### config.mk
export PLATFORM = sky130hd
export DESIGN_NAME = stub_infer_engine
export DESIGN_NICKNAME = d
export VERILOG_FILES = /design/src/rtl/stub_eng_pkg.sv /design/src/rtl/stub_cfg_regs.sv /design/src/rtl/stub_txn_seq.sv /design/src/rtl/stub_beat_gen.sv /design/src/rtl/stub_infer_engine.sv
export SDC_FILE = /design/constraint.sdc
export NUM_CORES = 1
export LEC_CHECK = 0
export ABC_AREA = 1
export BUFFER_PORTS_ARGS = -buffer_cell sky130_fd_sc_hd__buf_4
export CORE_AREA = 2 2 481 483
export CTS_BUF_LIST = sky130_fd_sc_hd__clkbuf_8 sky130_fd_sc_hd__clkbuf_16
export DETAILED_ROUTE_END_ITERATION = 16
export DIE_AREA = 0 0 483 485
export PLACE_DENSITY = 0.3
export SYNTH_ARGS = -nofsm -noshare
export SYNTH_HDL_FRONTEND = slang
export SYNTH_SLANG_ARGS = --single-unit
### constraint.sdc
create_clock -name clk -period 3.5 [get_ports clk]
set_input_delay 0 -clock clk [delete_from_list [all_inputs] [get_ports clk]]
set_output_delay 0 -clock clk [all_outputs]
set_load 0.05 [all_outputs]
### src/rtl/stub_eng_pkg.sv
package stub_eng_pkg;

    localparam int BLOCK_SIZE_DEF = 32;
    localparam int NUM_MODELS_DEF = 4;
    localparam int ADDR_W_DEF     = 24;
    localparam int SEL_W_DEF      = 8;

    localparam logic [31:0] WIN_BASE   = 32'h0010_0000;
    localparam logic [11:0] STATUS_OFF = 12'h100;

    typedef struct packed {
        logic [31:0] in_size;
        logic [31:0] out_size;
        logic [31:0] delay;
        logic        enable;
    } model_cfg_t;

    typedef enum logic [1:0] {
        ST_IDLE,
        ST_IN,
        ST_WAIT,
        ST_OUT
    } eng_state_e;

    // number of beats needed for n elements with 2**lg elements per beat
    function automatic logic [16:0] beats_for(input logic [15:0] n, input int lg);
        logic [16:0] sum;
        sum = {1'b0, n} + 17'((1 << lg) - 1);
        return sum >> lg;
    endfunction

endpackage

### src/rtl/stub_cfg_regs.sv
module stub_cfg_regs
    import stub_eng_pkg::*;
#(
    parameter int NUM_MODELS = NUM_MODELS_DEF,
    parameter int ADDR_W     = ADDR_W_DEF
) (
    input  logic                         clk,
    input  logic                         rst,
    input  logic [ADDR_W-1:0]            awaddr,
    input  logic                         awvalid,
    output logic                         awready,
    input  logic [31:0]                  wdata,
    input  logic [3:0]                   wstrb,
    input  logic                         wvalid,
    output logic                         wready,
    output logic                         bvalid,
    input  logic                         bready,
    input  logic [ADDR_W-1:0]            araddr,
    input  logic                         arvalid,
    output logic                         arready,
    output logic [31:0]                  rdata,
    output logic                         rvalid,
    input  logic                         rready,
    input  logic                         err_set,
    output model_cfg_t [NUM_MODELS-1:0]  cfg
);

    logic [31:0] in_sz_q  [NUM_MODELS];
    logic [31:0] out_sz_q [NUM_MODELS];
    logic [31:0] dly_q    [NUM_MODELS];
    logic        en_q     [NUM_MODELS];
    logic        err_q;

    logic wr_fire, rd_fire, aw_win, ar_win;
    logic [31:0] rd_word;

    assign aw_win  = awaddr[ADDR_W-1:12] == WIN_BASE[ADDR_W-1:12];
    assign ar_win  = araddr[ADDR_W-1:12] == WIN_BASE[ADDR_W-1:12];
    assign awready = awvalid && wvalid && !bvalid;
    assign wready  = awready;
    assign wr_fire = awready;
    assign arready = !rvalid;
    assign rd_fire = arvalid && arready;

    logic unused_addr_lo;
    assign unused_addr_lo = ^{awaddr[1:0], araddr[1:0], wdata[31:8] & 24'h0};

    always_ff @(posedge clk) begin
        if (rst) begin
            for (int s = 0; s < NUM_MODELS; s++) begin
                in_sz_q[s]  <= '0;
                out_sz_q[s] <= '0;
                dly_q[s]    <= '0;
                en_q[s]     <= 1'b0;
            end
        end else if (wr_fire && aw_win && awaddr[11:8] == 4'h0) begin
            for (int s = 0; s < NUM_MODELS; s++) begin
                if (awaddr[7:4] == 4'(s)) begin
                    for (int by = 0; by < 4; by++) begin
                        if (wstrb[by]) begin
                            case (awaddr[3:2])
                                2'd0:    in_sz_q[s][by*8 +: 8]  <= wdata[by*8 +: 8];
                                2'd1:    out_sz_q[s][by*8 +: 8] <= wdata[by*8 +: 8];
                                2'd2:    dly_q[s][by*8 +: 8]    <= wdata[by*8 +: 8];
                                default: if (by == 0) en_q[s]   <= wdata[0];
                            endcase
                        end
                    end
                end
            end
        end
    end

    always_ff @(posedge clk) begin
        if (rst) err_q <= 1'b0;
        else if (err_set) err_q <= 1'b1;
    end

    always_ff @(posedge clk) begin
        if (rst) bvalid <= 1'b0;
        else if (wr_fire) bvalid <= 1'b1;
        else if (bready) bvalid <= 1'b0;
    end

    always_comb begin
        rd_word = '0;
        if (ar_win) begin
            if (araddr[11:0] == STATUS_OFF) begin
                rd_word = {31'b0, err_q};
            end else if (araddr[11:8] == 4'h0) begin
                for (int s = 0; s < NUM_MODELS; s++) begin
                    if (araddr[7:4] == 4'(s)) begin
                        case (araddr[3:2])
                            2'd0:    rd_word = in_sz_q[s];
                            2'd1:    rd_word = out_sz_q[s];
                            2'd2:    rd_word = dly_q[s];
                            default: rd_word = {31'b0, en_q[s]};
                        endcase
                    end
                end
            end
        end
    end

    always_ff @(posedge clk) begin
        if (rst) begin
            rvalid <= 1'b0;
            rdata  <= '0;
        end else if (rd_fire) begin
            rvalid <= 1'b1;
            rdata  <= rd_word;
        end else if (rready) begin
            rvalid <= 1'b0;
        end
    end

    generate
        for (genvar g = 0; g < NUM_MODELS; g++) begin : g_cfg
            assign cfg[g].in_size  = in_sz_q[g];
            assign cfg[g].out_size = out_sz_q[g];
            assign cfg[g].delay    = dly_q[g];
            assign cfg[g].enable   = en_q[g];
        end
    endgenerate

endmodule

### src/rtl/stub_txn_seq.sv
module stub_txn_seq
    import stub_eng_pkg::*;
#(
    parameter int BLOCK_SIZE = BLOCK_SIZE_DEF,
    parameter int NUM_MODELS = NUM_MODELS_DEF,
    parameter int SEL_W      = SEL_W_DEF
) (
    input  logic                                 clk,
    input  logic                                 rst,
    input  model_cfg_t [NUM_MODELS-1:0]          cfg,
    input  logic [SEL_W-1:0]                     sel_tdata,
    input  logic                                 sel_tvalid,
    output logic                                 sel_tready,
    input  logic                                 in_tvalid,
    output logic                                 in_tready,
    output logic                                 out_tvalid,
    input  logic                                 out_tready,
    output logic                                 out_last,
    output logic [15:0]                          beat_idx,
    output logic [SEL_W-1:0]                     model_num,
    output logic [$clog2(BLOCK_SIZE):0]          rem_elems,
    output logic                                 err_set
);

    localparam int LOG_B = $clog2(BLOCK_SIZE);
    localparam int IDX_W = (NUM_MODELS > 1) ? $clog2(NUM_MODELS) : 1;

    eng_state_e         state_q;
    logic [SEL_W-1:0]   model_q;
    logic               drop_q;
    logic [16:0]        left_q;
    logic [16:0]        nbeats_q;
    logic [16:0]        beat_q;
    logic [LOG_B-1:0]   rem_q;
    logic [15:0]        dly_q;

    model_cfg_t  chosen;
    logic        in_range, sel_ok;
    logic        sel_fire, in_fire, out_fire;
    logic [16:0] sel_in_beats;

    // where the engine goes once the input phase is over
    logic [15:0] pi_dly;
    logic [16:0] pi_nbeats;
    logic        pi_drop;
    eng_state_e  pi_state;
    logic [15:0] pi_cnt;

    assign in_range = sel_tdata < SEL_W'(NUM_MODELS);
    assign chosen   = cfg[sel_tdata[IDX_W-1:0]];
    assign sel_ok   = in_range && chosen.enable;
    assign sel_in_beats = in_range ? beats_for(chosen.in_size[15:0], LOG_B) : 17'd0;

    logic unused_cfg_hi;
    assign unused_cfg_hi = ^{chosen.in_size[31:16], chosen.out_size[31:16], chosen.delay[31:16]};

    assign sel_tready = state_q == ST_IDLE;
    assign in_tready  = state_q == ST_IN;
    assign out_tvalid = state_q == ST_OUT;
    assign sel_fire   = sel_tvalid && sel_tready;
    assign in_fire    = in_tvalid && in_tready;
    assign out_fire   = out_tvalid && out_tready;
    assign out_last   = out_tvalid && (beat_q == nbeats_q - 17'd1);
    assign beat_idx   = beat_q[15:0];
    assign model_num  = model_q;
    assign rem_elems  = (rem_q == '0) ? (LOG_B+1)'(BLOCK_SIZE) : {1'b0, rem_q};
    assign err_set    = sel_fire && !sel_ok;

    always_comb begin
        pi_dly    = (state_q == ST_IDLE) ? chosen.delay[15:0] : dly_q;
        pi_nbeats = (state_q == ST_IDLE) ? beats_for(chosen.out_size[15:0], LOG_B) : nbeats_q;
        pi_drop   = (state_q == ST_IDLE) ? !sel_ok : drop_q;
        pi_cnt    = '0;
        if (pi_drop) begin
            pi_state = ST_IDLE;
        end else if (pi_dly != 16'd0) begin
            pi_state = ST_WAIT;
            pi_cnt   = pi_dly - 16'd1;
        end else if (pi_nbeats == 17'd0) begin
            pi_state = ST_IDLE;
        end else begin
            pi_state = ST_OUT;
        end
    end

    always_ff @(posedge clk) begin
        if (rst) begin
            state_q  <= ST_IDLE;
            model_q  <= '0;
            drop_q   <= 1'b0;
            left_q   <= '0;
            nbeats_q <= '0;
            beat_q   <= '0;
            rem_q    <= '0;
            dly_q    <= '0;
        end else begin
            unique case (state_q)
                ST_IDLE: if (sel_fire) begin
                    model_q  <= sel_tdata;
                    drop_q   <= !sel_ok;
                    left_q   <= sel_in_beats;
                    nbeats_q <= sel_ok ? pi_nbeats : 17'd0;
                    rem_q    <= chosen.out_size[LOG_B-1:0];
                    dly_q    <= chosen.delay[15:0];
                    beat_q   <= '0;
                    if (sel_in_beats != 17'd0) begin
                        state_q <= ST_IN;
                    end else begin
                        // spend at least one cycle busy, even with nothing to do
                        state_q <= (pi_state == ST_IDLE) ? ST_WAIT : pi_state;
                        dly_q   <= pi_cnt;
                    end
                end
                ST_IN: if (in_fire) begin
                    left_q <= left_q - 17'd1;
                    if (left_q == 17'd1) begin
                        state_q <= pi_state;
                        dly_q   <= pi_cnt;
                    end
                end
                ST_WAIT: begin
                    if (dly_q == 16'd0) state_q <= (nbeats_q == 17'd0) ? ST_IDLE : ST_OUT;
                    else dly_q <= dly_q - 16'd1;
                end
                ST_OUT: if (out_fire) begin
                    beat_q <= beat_q + 17'd1;
                    if (out_last) state_q <= ST_IDLE;
                end
                default: state_q <= ST_IDLE;
            endcase
        end
    end

endmodule

### src/rtl/stub_beat_gen.sv
module stub_beat_gen
    import stub_eng_pkg::*;
#(
    parameter int BLOCK_SIZE = BLOCK_SIZE_DEF,
    parameter int SEL_W      = SEL_W_DEF
) (
    input  logic [15:0]                 beat_idx,
    input  logic [SEL_W-1:0]            model_num,
    input  logic                        last,
    input  logic [$clog2(BLOCK_SIZE):0] rem_elems,
    output logic [BLOCK_SIZE*16-1:0]    tdata,
    output logic [BLOCK_SIZE*2-1:0]     tkeep
);

    localparam int LOG_B  = $clog2(BLOCK_SIZE);
    localparam int KW     = LOG_B + 2;
    localparam int KEEP_W = BLOCK_SIZE * 2;

    logic [KW-1:0] valid_bytes;
    assign valid_bytes = {rem_elems, 1'b0};

    always_comb begin
        tdata = '0;
        tdata[15:0] = beat_idx;
        tdata[16 +: SEL_W] = model_num;
    end

    generate
        for (genvar b = 0; b < KEEP_W; b++) begin : g_keep
            assign tkeep[b] = !last || (KW'(b) < valid_bytes);
        end
    endgenerate

endmodule

### src/rtl/stub_infer_engine.sv
module stub_infer_engine
    import stub_eng_pkg::*;
#(
    parameter int BLOCK_SIZE = BLOCK_SIZE_DEF,
    parameter int NUM_MODELS = NUM_MODELS_DEF,
    parameter int ADDR_W     = ADDR_W_DEF,
    parameter int SEL_W      = SEL_W_DEF
) (
    input  logic                       clk,
    input  logic                       rst,
    input  logic [ADDR_W-1:0]          cfg_awaddr,
    input  logic                       cfg_awvalid,
    output logic                       cfg_awready,
    input  logic [31:0]                cfg_wdata,
    input  logic [3:0]                 cfg_wstrb,
    input  logic                       cfg_wvalid,
    output logic                       cfg_wready,
    output logic [1:0]                 cfg_bresp,
    output logic                       cfg_bvalid,
    input  logic                       cfg_bready,
    input  logic [ADDR_W-1:0]          cfg_araddr,
    input  logic                       cfg_arvalid,
    output logic                       cfg_arready,
    output logic [31:0]                cfg_rdata,
    output logic [1:0]                 cfg_rresp,
    output logic                       cfg_rvalid,
    input  logic                       cfg_rready,
    input  logic [SEL_W-1:0]           sel_tdata,
    input  logic                       sel_tvalid,
    output logic                       sel_tready,
    input  logic [BLOCK_SIZE*16-1:0]   in_tdata,
    input  logic                       in_tvalid,
    output logic                       in_tready,
    output logic [BLOCK_SIZE*16-1:0]   out_tdata,
    output logic [BLOCK_SIZE*2-1:0]    out_tkeep,
    output logic                       out_tlast,
    output logic                       out_tvalid,
    input  logic                       out_tready
);

    localparam int LOG_B  = $clog2(BLOCK_SIZE);
    localparam int DATA_W = BLOCK_SIZE * 16;
    localparam int KEEP_W = BLOCK_SIZE * 2;

    model_cfg_t [NUM_MODELS-1:0] cfg;
    logic                        err_set;
    logic [15:0]                 beat_idx;
    logic [SEL_W-1:0]            model_num;
    logic [LOG_B:0]              rem_elems;

    logic unused_in_payload;
    assign unused_in_payload = ^in_tdata;

    assign cfg_bresp = 2'b00;
    assign cfg_rresp = 2'b00;

    stub_cfg_regs #(.NUM_MODELS(NUM_MODELS), .ADDR_W(ADDR_W)) u_regs (
        .clk     (clk),
        .rst     (rst),
        .awaddr  (cfg_awaddr),
        .awvalid (cfg_awvalid),
        .awready (cfg_awready),
        .wdata   (cfg_wdata),
        .wstrb   (cfg_wstrb),
        .wvalid  (cfg_wvalid),
        .wready  (cfg_wready),
        .bvalid  (cfg_bvalid),
        .bready  (cfg_bready),
        .araddr  (cfg_araddr),
        .arvalid (cfg_arvalid),
        .arready (cfg_arready),
        .rdata   (cfg_rdata),
        .rvalid  (cfg_rvalid),
        .rready  (cfg_rready),
        .err_set (err_set),
        .cfg     (cfg)
    );

    stub_txn_seq #(.BLOCK_SIZE(BLOCK_SIZE), .NUM_MODELS(NUM_MODELS), .SEL_W(SEL_W)) u_seq (
        .clk        (clk),
        .rst        (rst),
        .cfg        (cfg),
        .sel_tdata  (sel_tdata),
        .sel_tvalid (sel_tvalid),
        .sel_tready (sel_tready),
        .in_tvalid  (in_tvalid),
        .in_tready  (in_tready),
        .out_tvalid (out_tvalid),
        .out_tready (out_tready),
        .out_last   (out_tlast),
        .beat_idx   (beat_idx),
        .model_num  (model_num),
        .rem_elems  (rem_elems),
        .err_set    (err_set)
    );

    stub_beat_gen #(.BLOCK_SIZE(BLOCK_SIZE), .SEL_W(SEL_W)) u_beat (
        .beat_idx  (beat_idx),
        .model_num (model_num),
        .last      (out_tlast),
        .rem_elems (rem_elems),
        .tdata     (out_tdata),
        .tkeep     (out_tkeep)
    );

endmodule

# Word-level counts from Yosys, hierarchy flattened
# Memories as Yosys holds them, arrays and structs flattened.
# Cells that the tools add are included.
[word_totals] ramBits=388 word_cells=599 regBits=118 output_inout_bits=621 memories=4
[op_classes] n_mux=329 bitwise=52 n_addsub=7 order_cmp=66 n_eq_ne=25 n_reduce_logical=104
[mem_list] name="u_regs.dly_q" words=4 word_bits=32 read_ports=4 rd_clocked_by_memory_dff=0 write_ports=4 line="stub_cfg_regs.sv:30" text="logic [31:0] dly_q [NUM_MODELS];"
[mem_list] name="u_regs.in_sz_q" words=4 word_bits=32 read_ports=4 rd_clocked_by_memory_dff=0 write_ports=4 line="stub_cfg_regs.sv:28" text="logic [31:0] in_sz_q [NUM_MODELS];"
[mem_list] name="u_regs.out_sz_q" words=4 word_bits=32 read_ports=4 rd_clocked_by_memory_dff=0 write_ports=4 line="stub_cfg_regs.sv:29" text="logic [31:0] out_sz_q [NUM_MODELS];"
[mem_list] name="u_regs.en_q" words=4 word_bits=1 read_ports=4 rd_clocked_by_memory_dff=0 write_ports=4 line="stub_cfg_regs.sv:31" text="logic en_q [NUM_MODELS];"
[op_table] operator="two-way mux 8 bit" n=48
[op_table] operator="case mux 32 bit (3 select lines)" n=4
[op_table] operator="two-way mux 1 bit" n=236
[op_table] operator="< comparator 6 x 7 -> 1 bit, first input constant" n=32
[op_table] operator="two-way mux 32 bit" n=7
[op_table] operator="binary-select mux 97 bit (select 2 bit)" n=1
[op_table] operator="two-way mux 16 bit" n=8
[op_table] operator="< comparator 5 x 7 -> 1 bit, first input constant" n=16
[op_table] operator="two-way mux 17 bit" n=6
[op_table] operator="two-way mux 81 bit" n=1
[op_table] operator="case mux 17 bit (2 select lines)" n=2
[op_table] operator="logical OR 1 bit" n=64
[op_table] operator="< comparator 4 x 7 -> 1 bit, first input constant" n=8
[op_table] operator="OR 1 bit" n=52
[op_table] operator="case mux 16 bit (3 select lines)" n=1
[op_table] operator="equality test 12 x 9 -> 1 bit, second input constant" n=3
[op_table] operator="adder 16 x 5 -> 17 bit, second input constant" n=2
[op_table] operator="logical NOT 17 bit" n=2
[op_table] operator="subtractor 17 x 1 -> 17 bit, second input constant" n=2
[op_table] operator="subtractor 16 x 1 -> 16 bit, second input constant" n=2
[op_table] operator="< comparator 3 x 7 -> 1 bit, first input constant" n=4
[op_table] operator="two-way mux 2 bit" n=12
[op_table] operator="adder 17 x 1 -> 17 bit, second input constant" n=1
[op_table] operator="equality test 17 x 1 -> 1 bit, second input constant" n=1
[op_table] operator="other kinds (29)" n=68

# Depth between registers and ports, before layout
# An unclocked memory read counts as a cell.
[depth] word_depth=14 mapped_depth=22 depth_no_buf=20

# Cells and area by module
# From an unflattened synthesis, not the netlist that was laid out.
[hier_totals] cells_unflattened=4100 area_unflattened_um2=32147.1
[by_module_without_submodules] module="stub_cfg_regs" instances=1 seq_area_each_um2=12351.8 cells_each=1949 area_per_inst_um2=19162.1
[by_module_without_submodules] module="stub_txn_seq" instances=1 seq_area_each_um2=1661.6 cells_each=1521 area_per_inst_um2=8501.9
[by_module_without_submodules] module="stub_beat_gen" instances=1 seq_area_each_um2=0.0 cells_each=625 area_per_inst_um2=4449.3
[by_module_without_submodules] module="stub_infer_engine" instances=1 seq_area_each_um2=0.0 cells_each=5 area_per_inst_um2=33.8

# Worst setup path after synthesis
# No wires, ideal clock.
[synth_path] path_type="register to output" from="reg u_seq.nbeats_q[0]" to="out out_tkeep[35]" path_stages_with_launch=17 required_ns=3.500 setup_slack_ns=0.044 t_arrival_ns=3.456 cell_sequence="dfxtp_1 -> inv_1 -> ha_1 -> nand2_1 -> nor3_2 -> xor2_1 -> xor2_1 -> nand2_1 -> nor2_1 -> nand3_1 -> nor2b_1 -> nand3_2 -> inv_2 -> nand2_2 -> a21oi_1 -> o21ai_0 -> buf_4"
[synth_via] elab_chain_len=5
[synth_lines] item="from (decl)" line="stub_txn_seq.sv:32" text="logic [16:0] nbeats_q;"
[synth_lines] item="from (signal assigned)" line="stub_txn_seq.sv:102" text="nbeats_q <= sel_ok ? pi_nbeats : 17'd0;"
[synth_lines] item="subtractor 17 x 1 -> 17 bit" line="stub_txn_seq.sv:63" text="assign out_last = out_tvalid && (beat_q == nbeats_q - 17'd1);"
[synth_lines] item="equality test 17 bit" line="stub_txn_seq.sv:63"
[synth_lines] item="logical AND 1 bit" line="stub_txn_seq.sv:63"
[synth_lines] item="net out_tlast" line="stub_infer_engine.sv:36" text="output logic out_tlast,"
[synth_lines] item="logical NOT 1 bit" line="stub_beat_gen.sv:30" text="assign tkeep[b] = !last || (KW'(b) < valid_bytes);"
[synth_lines] item="logical OR 1 bit" line="stub_beat_gen.sv:30"
[synth_lines] item="to (decl)" line="stub_infer_engine.sv:35" text="output logic [BLOCK_SIZE*2-1:0] out_tkeep,"
# The timed path passes the listed nets, and every way through them passes these cells.

# Worst setup path after layout
[layout_path] from="reg u_seq.nbeats_q[0]" to="out out_tkeep[49]"
[layout_via] elab_chain_len=5
[layout_lines] item="subtractor 17 x 1 -> 17 bit" line="stub_txn_seq.sv:63"
[layout_lines] item="equality test 17 bit" line="stub_txn_seq.sv:63"
[layout_lines] item="logical AND 1 bit" line="stub_txn_seq.sv:63"
[layout_lines] item="logical NOT 1 bit" line="stub_beat_gen.sv:30"
[layout_lines] item="logical OR 1 bit" line="stub_beat_gen.sv:30"
# No other way between the ends.

==> out/results.ini <==
[synth]
synth_area_per_cell_um2 = 7.919
netlist_instances = 3926
synth_most_common_cell = sky130_fd_sc_hd__nand2_1
synth.top_cell.area_share_pct = 37.48
yosys.area.top_type = sky130_fd_sc_hd__edfxtp_1
ys_seq_area_share_pct = 45.08
ys_ff_latch = 506
ys_top_cells_by_count = 911 x sky130_fd_sc_hd__nand2_1, 601 x sky130_fd_sc_hd__nor2_1, 553 x sky130_fd_sc_hd__buf_4
ys_async_sr_fraction_pct = 0
synth-main-ff-cell = sky130_fd_sc_hd__edfxtp_1
cell_area_synth_um2 = 31090
synth-edff-count = 388
post_synth_num_cell_types = 66
yosys-top-cells-area = sky130_fd_sc_hd__edfxtp_1 37%, sky130_fd_sc_hd__buf_4 13%, sky130_fd_sc_hd__nand2_1 11%
ys.warnings.count = 0

[floorplan]
placement_rows = 176
design.portCount = 1235
die_w_um = 483
design.core.area_um2 = 229000
die_outline_height_um = 485
effective_utilization_at_floorplan_pct = 13.57
dieArea_um2 = 234300

[finish]
multi_input_comb_area_um2 = 13380
flow.area_growth_from_synthesis_pct = 22.02
layout.core_utilization_pct = 16.56
share_of_layout_cells_above_drive_strength_1_pct = 13.70
instances_no_fill = 7261
regArea_um2 = 14020
filler_cell_count = 25858
nets = 4797

[global_routing]
grt_first_pass_wirelength_mm = 183.0
grt_remaining_overflow = 0
vias_in_the_first_global_route = 24473
grt_util_overall_pct = 10.75
antenna_found_initial = 13
grt_max_degree = 87

[setup_path]
worstSetupEndpointType = output pin
critical_path.max_fanout = 3
cp-start-kind = register
cpPeakStageDelay_ns = 0.35
r2r_slack_ns = 0.33
req_time_crit_path_ns = 3.50
arrival_ns = 3.28
startpoint_to_endpoint_class_of_the_critical_path = reg -> out
critPathSlowestCell = sky130_fd_sc_hd__dfxtp_4
crit_chain = inv_4, ha_4, nand2_4, nor3_4, buf_4, nand4_1, xor2_1, inv_1, nand3b_1, nor2_2, nand3_4, buf_4, nor2_2, nand2_1, nor2_1, nor2_2, buf_6
critPathMostFrequentCell = sky130_fd_sc_hd__nor2_2

[power_and_ir_drop]
share_comb_of_total_power_pct = 26.6
clkPwrFrac_pct = 38.2
vdd_ir_drop_max_mv = 0.2960
cell_internal_pwr_mw = 12.47
sequentialPowerShare_pct = 35.1
switching_share_pct = 37.43
power_density_nw_per_um2 = 525.4
power_switching_mw = 7.460
leakagePower_nw = 15.32

[clock_tree]
clock_tree_from_tritoncts = done
h-tree-depth = 3
tritoncts.num_buffers = 75
clockRootBuffer = sky130_fd_sc_hd__clkbuf_16
clk_pin_slew_ns = 0.06
cts-root-to-sink-buffers = 3
cts_num_sinks = 506
worst_skew_pair.late_latency_ns = 0.68

[sta]
worst_pin_slew_ns = 0.8914
finalHoldViolations = 0
skew_ns = 0.03842
timing.max_slew.rel_slack_pct = 40.35
maxClockFrequency_mhz = 304.6
timing.final.max_slew_violations = 0
tcrit_tclk_final_pct = 93.79
setup_violations = 0
rsz0062_at_grt = yes
timing.final.crit_period_ns = 3.282

[drt]
m1WireLength_mm = 60.16
final_antenna_net_count = 0
drtIter0Drc = 1592
remaining_drc_errors = 0
top_layer_used = met5
viasPerCell = 3.548
routed_wirelength_mm = 130.6
wl_met3_mm = 6.030
detail_route.wl_per_cell_um = 17.99
drt_pre_antenna_iters = 5
vias = 25762
met2RoutedLength_mm = 62.29

[placed_design]
dp.cells = 7062
dp_hpwl_mm = 97.79
gpl.final_weighted_congestion = 0.7961
placement.io_buffers = 226

[status]
run_status = complete, no violations

[job]
max_cap_violations = 0

[min_path]
hp-class = in -> reg

## area by class of cell
class	instances	area share, %
diodes	1	0.006597
repair buffers	402	9.021
inverters	229	2.319
well taps	3026	9.981
flip-flops and latches	506	36.96
clock buffers	86	5.436
clock inverters	53	1.009
multi-input cells	2958	35.26
## cell usage in the layout (no fill, tap or decap), drive strengths merged, types with 59 or more instances in the layout
cell    netlist  routed
nor2        610     610
nand4        59      59
nand2       921     921
buf         605     352
a21oi       172     172
inv         224     240
o21ai       181     181
clkbuf      120      86
nand3       293     293
edfxtp      388     388
dfxtp       118     118
conb          2     494
## state kept, by name, indices dropped and copies added, names as in the netlist, 2 cells and up
name	flops
u_regs.dly_q	128
u_regs.en_q	4
u_regs.in_sz_q	128
u_regs.out_sz_q	128
u_regs.rdata	32
u_seq.beat_q	17
u_seq.dly_q	16
u_seq.left_q	17
u_seq.model_num	8
u_seq.nbeats_q	17
u_seq.rem_q	5
u_seq.state_q	2
## routing by layer
layer	up-vias	global-route usage [%]
met1	12350	14.30
met4	6	1.987
met2	858	18.28
li1	12424	-
met5	-	0
met3	124	1.802
## worst max-delay path: cells and delay by family, from the launching register on
kind / cells / cell delay [ns]
buf+inv: 5 / 0.62
fa+ha+maj: 1 / 0.15
flops: 1 / 0.35
xor+xnor: 1 / 0.20
simple gates: 10 / 1.29
## power by group through the flow
stage               clock network [mW]  registers, mW  logic [mW]
floorplan                            0           7.12        4.18
global placement                     0           7.13        5.30
detailed placement                   0           7.13        5.29
CTS                               7.88           7.01        5.37
global route                      8.08           7.05        5.83
finish                            7.62           7.01        5.31
## timing repair
action / 4_1_cts / 5_1_grt
cloned: 0 / 0
endpoints found under the hold margin: 411 / 0
resized for setup: 25 / 81
buffers inserted: 5 / 4
pin swaps: 6 / 13
endpoints found under the setup margin: 58 / 58
hold buffers: 50 / 0
## final timing paths
path / from / end / cells after the start
max reg2reg: u_regs.bvalid / u_regs.in_sz_q[1][14] / 9
min: cfg_wdata[4] / u_regs.in_sz_q[2][4] / 3
min reg2reg: u_regs.rdata[8] / u_regs.rdata[8] / 2
max: u_seq.nbeats_q[0] / out_tkeep[49] / 17
## cell families (layout without fill, tap and decap cells)
| family | after synthesis | count (layout) | synth area share (%) |
|---|---|---|---|
| xor+xnor | 40 | 40 | 1.127 |
| flops | 506 | 506 | 45.08 |
| simple gates | 1957 | 1957 | 26.30 |
| fa+ha+maj | 11 | 11 | 0.4427 |
| compound gates | 456 | 456 | 8.407 |
| buf+inv | 954 | 770 | 18.62 |
| other cells | 2 | 495 | 0.02416 |
## per-stage QoR
step	TNS [ns]	worst slack [ns]	hold slack, ns	cell area (µm²)	power (mW)
after global placement	0	0.2483	0.2654	34560	12.44
after CTS	-0.06543	-0.03287	0.01786	37620	20.25
final	0	0.2175	0.009448	37940	19.93
after detailed placement	0	0.2132	0.2608	34560	12.42
after floorplan	0	0.04391	0.1633	32940	11.30
after global routing	-1.002	-0.06183	0.01369	37930	20.96
Note: power is estimated with default switching activity, not from simulation.
